## src/rtl/msg_port_buffer.sv

```systemverilog
module msg_port_buffer #(
  parameter int SLOTS     = 4,
  parameter int MAX_BYTES = 64,
  localparam int LW = $clog2(MAX_BYTES + 1),
  localparam int AW = $clog2(MAX_BYTES)
) (
  input  logic          clk,
  input  logic          rst_n,
  input  logic          queue_mode_i,
  input  logic          wr_start_i,
  input  logic [LW-1:0] wr_len_i,
  input  logic          wr_valid_i,
  input  logic [7:0]    wr_data_i,
  input  logic          wr_end_i,
  input  logic          wr_abort_i,
  input  logic [AW-1:0] rd_addr_i,
  input  logic          rd_done_i,
  input  logic          clr_ovf_i,
  output logic          rd_msg_valid_o,
  output logic [LW-1:0] rd_len_o,
  output logic [7:0]    rd_data_o,
  output logic          fresh_o,
  output logic          overflow_o
);
  localparam int NS = SLOTS + 1;
  localparam int SW = $clog2(NS);
  localparam int CW = $clog2(SLOTS + 1);

  logic          mode_q;
  logic [7:0]    mem   [NS][MAX_BYTES];
  logic [LW-1:0] len_q [NS];
  logic [SW-1:0] head_q, tail_q;
  logic [CW-1:0] count_q;
  logic          have_q, fresh_q, ovf_q;
  logic          in_msg_q, bad_q;
  logic [LW-1:0] cnt_q, exp_q;

  function automatic logic [SW-1:0] nxt(input logic [SW-1:0] p);
    return (p == SW'(NS - 1)) ? '0 : p + 1'b1;
  endfunction

  logic take_byte, done, good, full, pop, push, drop, swap;

  assign take_byte = in_msg_q && wr_valid_i && !wr_start_i && !wr_abort_i && !wr_end_i
                     && (cnt_q != LW'(MAX_BYTES));
  assign done  = in_msg_q && wr_end_i && !wr_start_i && !wr_abort_i;
  assign good  = done && !bad_q && (cnt_q == exp_q) && (exp_q != '0);
  assign full  = (count_q == CW'(SLOTS));
  assign pop   = mode_q && rd_done_i && (count_q != '0);
  assign push  = good && mode_q && (!full || pop);
  assign drop  = good && mode_q && full && !pop;
  assign swap  = good && !mode_q;

  assign rd_msg_valid_o = mode_q ? (count_q != '0) : have_q;
  assign rd_len_o       = len_q[head_q];
  assign rd_data_o      = mem[head_q][rd_addr_i];
  assign fresh_o        = fresh_q;
  assign overflow_o     = ovf_q;

  always_ff @(posedge clk) begin
    if (take_byte) mem[tail_q][cnt_q[AW-1:0]] <= wr_data_i;
  end

  always_ff @(posedge clk) begin
    if (!rst_n) begin
      in_msg_q <= 1'b0;
      bad_q    <= 1'b0;
      cnt_q    <= '0;
      exp_q    <= '0;
    end else if (wr_start_i) begin
      in_msg_q <= 1'b1;
      bad_q    <= 1'b0;
      cnt_q    <= '0;
      exp_q    <= wr_len_i;
    end else if (wr_abort_i || done) begin
      in_msg_q <= 1'b0;
    end else if (in_msg_q && wr_valid_i) begin
      if (cnt_q == LW'(MAX_BYTES)) bad_q <= 1'b1;
      else cnt_q <= cnt_q + 1'b1;
    end
  end

  always_ff @(posedge clk) begin
    if (!rst_n) begin
      mode_q  <= queue_mode_i;
      head_q  <= '0;
      tail_q  <= queue_mode_i ? SW'(0) : SW'(1);
      count_q <= '0;
      have_q  <= 1'b0;
      fresh_q <= 1'b0;
      ovf_q   <= 1'b0;
      for (int i = 0; i < NS; i++) len_q[i] <= '0;
    end else begin
      if (push || swap) len_q[tail_q] <= cnt_q;
      if (mode_q) begin
        if (pop)  head_q <= nxt(head_q);
        if (push) tail_q <= nxt(tail_q);
        count_q <= count_q + CW'(push) - CW'(pop);
      end else if (swap) begin
        head_q <= tail_q;
        tail_q <= head_q;
        have_q <= 1'b1;
      end
      if (swap)                      fresh_q <= 1'b1;
      else if (rd_done_i && !mode_q) fresh_q <= 1'b0;
      if (drop)           ovf_q <= 1'b1;
      else if (clr_ovf_i) ovf_q <= 1'b0;
    end
  end
endmodule


```

## config.mk

```make
export PLATFORM = sky130hd
export DESIGN_NAME = msg_port_buffer
export DESIGN_NICKNAME = d
export VERILOG_FILES = /design/src/rtl/msg_port_buffer.sv
export SDC_FILE = /design/constraint.sdc
export NUM_CORES = 2
export LEC_CHECK = 0
export BUFFER_PORTS_ARGS = -buffer_cell sky130_fd_sc_hd__buf_2
export CORE_MARGIN = 8
export CORE_UTILIZATION = 40
export CTS_CLUSTER_DIAMETER = 150
export DETAILED_ROUTE_END_ITERATION = 10
export GPL_TIMING_DRIVEN = 0
export PLACE_DENSITY = 0.53
export SLEW_MARGIN = 25
export SYNTH_ARGS = -nofsm -noshare
export SYNTH_HDL_FRONTEND = slang
export SYNTH_SLANG_ARGS = --single-unit
```

## constraint.sdc

```tcl
create_clock -name clk -period 4.5 [get_ports clk]
set_input_delay 0.9 -clock clk [delete_from_list [all_inputs] [get_ports clk]]
set_output_delay 0.9 -clock clk [all_outputs]
set_load 0.005 [all_outputs]
```

==> run summary <==
Based on the critical path, the design can be clocked at up to 0.178 GHz. Once detail routing completed, the nets flagged for antenna violations numbered 0. The cell count after synthesis came out at 4,790. Clock tree synthesis inserted a total of 296 buffers.

Setup repair after global routing could not meet its margin everywhere. Counting cells, the worst reg-to-reg path comes to 7. The tools report the overall fraction of global-route tracks in use as 0.306. The sequential fraction of the synthesis area is 0.767, and the via density per instance is 6.56. The tools report the wire length of the first global-routing pass as 550 mm.

The logs give 0.488 for the utilization of the core after routing and 45 for the number of antenna violations at the first check in global routing. The tools report the overall via count from detail_route as 59,600. The root buffer cell is sky130_fd_sc_hd__clkbuf_16. Setup violations remaining at the end of the flow were counted as 15.

Yosys mapped a number of flops with a built-in enable equal to 2,620. The run gives -2.41 ns as the pre-CTS worst setup slack. The clock arrives with 0.0519 ns of skew. Data arrival at the endpoint of the critical path: 4.70 ns. Subtracting the final worst setup slack from the clock period gives 5.60 ns. Critical path class: in2out. 48 I/O pins were placed. Input and output buffers added on the ports amount to 42.

For this run, the post-layout net count is 5,512. For the pin with the worst max-slew slack, the measured transition is 1.27 ns. CTS built an H-tree with a depth of 5. In this run, distinct cell masters in the synthesized netlist total 73.

After routing the design area is 125,000 um2. For this design, the sink count on the clock tree is 2,648. Flop-to-flop setup slack: 0.03 ns. For this design the ratio of total power to cell area is 447 nW/um2. The tightest hold margin was 0.179 ns; the share of cells above drive strength 1 was 0.342. Clock-pin slew was measured on the worst setup and hold paths at 0.06 ns.

Averaged over all synthesized cells, the footprint is 21.6 um2. The number of standard cells in the final layout excluding fillers was 9,085; the deepest clock path buffer count was 4. Wires add up to 431 mm. Leaving out fill and tap cells, the most frequent cells in the layout are sky130_fd_sc_hd__edfxtp_1, sky130_fd_sc_hd__mux4_2, sky130_fd_sc_hd__nor2_1.

In this run the cell area measured after placement is 110,000 um2. From left edge to right edge, the die measures 524 um. The worst-case headroom to the max-slew limit is 0.152.

Classification of the worst-slack hold path: in2reg. The register bit count reported by yosys is 2,648, and the synthesized netlist net count is 4,829. In this run the critical register-to-register path is captured at mem[1][73]. The run gives 275,000 um2 as the full die area.

The fraction of registers with async set/reset works out to 0. The Yosys step of the flow raised 0 warnings. The final reports fail on setup timing.

The logs give 8,312 for the number of placed instances with taps included and 0.984 for the final weighted congestion in routability-driven placement. The HPWL after detailed placement was 283 mm; the total grt overflow was 0. The leakage component of the power is 39.0 nW.

Across the run, the number of max-cap violations was 0. The critical path starts at rd_addr_i[0]. The library cell used most frequently in the layout, excluding fill and tap cells, is sky130_fd_sc_hd__edfxtp_1. Clock latency at the later pin of the worst-skew pair: 0.94 ns. The number of rows in the core area was 186. The data required time of the worst path is 3.60 ns.

The run gives 0 as the number of max-slew violations in the final report. STA classifies the critical path startpoint as a primary input. The maximum net fanout on the critical path works out to 10. For this run, the leading register cell type out of synthesis is sky130_fd_sc_hd__edfxtp_1.

In this run the cell area of the synthesized design comes to 103,000 um2. For the number of global-route vias before repair, the log shows 55,700. The critical register-to-register path startpoint was tail_q[0]. The final hold violation count came out at 0.

In this run the standard cell core region covers 257,000 um2. After filler insertion, the fill cell instance count of the layout stands at 21,000. Across the VDD grid, the largest voltage drop is 466 uV.

Following the worst setup path forward leads to its endpoint at rd_data_o[7]. The sort of element at the end of the critical path is an output pin. After detailed routing, the number of remaining DRC violations is 0. The layout overhead on the synthesized area was 21.4%; the share of the clock period used by the worst path was 1.25. The number of detailed-routing iterations run before antenna repair is 8, and the largest net degree at the start of global routing is 115. The number of DRC markers after the initial detailed-route iteration came out at 10,200. TritonCTS built the clock tree. The y dimension of the die was 524 um; the effective utilization at floorplan was 0.402. The worst path setup slack after routing was -1.10 ns.

The run finished, with violations left. Hold repair after CTS inserted 0 buffers. The detailed-route wire length per cell works out to 47.4 um.
what timing repair did:
action / in CTS / in global routing
gates cloned: 2 / 4
resized for setup: 676 / 149
endpoints found under the hold margin: 0 / 0
setup endpoints to repair: 15 / 14
pin swaps: 21 / 31
buffers inserted: 157 / 88
kinds of logic after synthesis:
family,count (synthesis),synth area share
flops,2648,0.767
mux,821,0.165
simple gates,719,0.0305
buf+inv,297,0.0161
compound gates,283,0.0191
xor+xnor,13,0.00110
fa+ha+maj,9,0.00116
synthesized netlist by cell type (16+ instances only):
| library cell | number | area share |
|---|---|---|
| sky130_fd_sc_hd__and2_1 | 30 | 0.0018 |
| sky130_fd_sc_hd__buf_1 | 16 | 0.00058 |
| sky130_fd_sc_hd__inv_1 | 17 | 0.00062 |
| sky130_fd_sc_hd__buf_2 | 84 | 0.0041 |
| sky130_fd_sc_hd__buf_4 | 53 | 0.0039 |
| sky130_fd_sc_hd__a21oi_1 | 57 | 0.0028 |
| sky130_fd_sc_hd__a211oi_1 | 24 | 0.0017 |
| sky130_fd_sc_hd__buf_6 | 32 | 0.0035 |
| sky130_fd_sc_hd__o21ai_0 | 23 | 0.0011 |
| sky130_fd_sc_hd__mux4_2 | 707 | 0.15 |
| sky130_fd_sc_hd__nor3_1 | 31 | 0.0015 |
| sky130_fd_sc_hd__nand2_1 | 130 | 0.0047 |
| sky130_fd_sc_hd__a22oi_1 | 55 | 0.0040 |
| sky130_fd_sc_hd__edfxtp_1 | 2620 | 0.76 |
| sky130_fd_sc_hd__nand3_1 | 30 | 0.0015 |
| sky130_fd_sc_hd__nor2_1 | 395 | 0.014 |
| sky130_fd_sc_hd__dfxtp_1 | 28 | 0.0054 |
| sky130_fd_sc_hd__clkbuf_1 | 93 | 0.0034 |
| sky130_fd_sc_hd__nor2b_1 | 19 | 0.0012 |
| sky130_fd_sc_hd__a221oi_1 | 17 | 0.0014 |
| sky130_fd_sc_hd__mux2i_1 | 98 | 0.0095 |
| sky130_fd_sc_hd__and3_1 | 21 | 0.0013 |
per-layer routing:
layer,vias to the layer above,GRT usage,part of all wire
met5,-,0.00368,0.0014
li1,21500,-,-
met1,32000,0.394,0.35
met3,1229,0.115,0.14
met2,4882,0.444,0.43
met4,17,0.183,0.076
cell type report:
cell class | count | area (um2) | share of cell area
Multi-Input combinational cell | 1845 | 23700 | 0.189
Timing Repair Buffer | 389 | 5440 | 0.0434
Tap cell | 3384 | 4230 | 0.0338
Sequential cell | 2648 | 79200 | 0.632
Antenna cell | 25 | 62.6 | 0.000499
Buffer | 274 | 3850 | 0.0307
Clock inverter | 131 | 983 | 0.00784
Inverter | 19 | 72.6 | 0.000579
Clock buffer | 370 | 7770 | 0.0620
state kept, by name, indices dropped and copies added (netlist names), named ones only:
signal / cells
bad_q: 1
exp_q: 7
overflow_o: 1
len_q: 56
cnt_q: 7
mem: 2560
tail_q: 3
count_q: 3
in_msg_q: 1
mode_q: 1
fresh_o: 1
have_q: 1
head_q: 3
power breakdown:
part	switching (mW)	leakage, nW	internal, mW
clock network	9.85	4.27	13.0
logic	3.86	11.0	2.28
registers	0.0214	23.8	27.1
worst min path at each step:
stage	startpoint	endpoint	cells past startpoint
after floorplan	have_q	have_q	2
after global placement	cnt_q[6]	len_q[6][6]	0
after detailed placement	have_q	have_q	2
after CTS	queue_mode_i	mode_q	1
after global routing	queue_mode_i	mode_q	1
final	queue_mode_i	mode_q	1
worst max-delay path, cell delays in order:
cell and delay [ns]:
sky130_fd_sc_hd__buf_6 0.15, sky130_fd_sc_hd__buf_6 0.24, sky130_fd_sc_hd__buf_4 0.35, sky130_fd_sc_hd__buf_8 0.31, sky130_fd_sc_hd__buf_8 0.33, sky130_fd_sc_hd__mux4_2 0.38
sky130_fd_sc_hd__mux2i_4 0.26, sky130_fd_sc_hd__nor3_2 0.07, sky130_fd_sc_hd__a31oi_2 0.25, sky130_fd_sc_hd__nand4_1 0.38, sky130_fd_sc_hd__o2111ai_1 0.29, sky130_fd_sc_hd__nand4_1 0.40
sky130_fd_sc_hd__buf_2 0.28
per-stage QoR:
stage | setup TNS [ns] | power [mW]
finish | -7.65 | 56.1
global route | -6.96 | 56.8
CTS | -6.18 | 55.6
detailed placement | -26.70 | 32.4
global placement | -7077.16 | 32.3
floorplan | 0 | 29.6
Power figures use the tool's default switching activity.
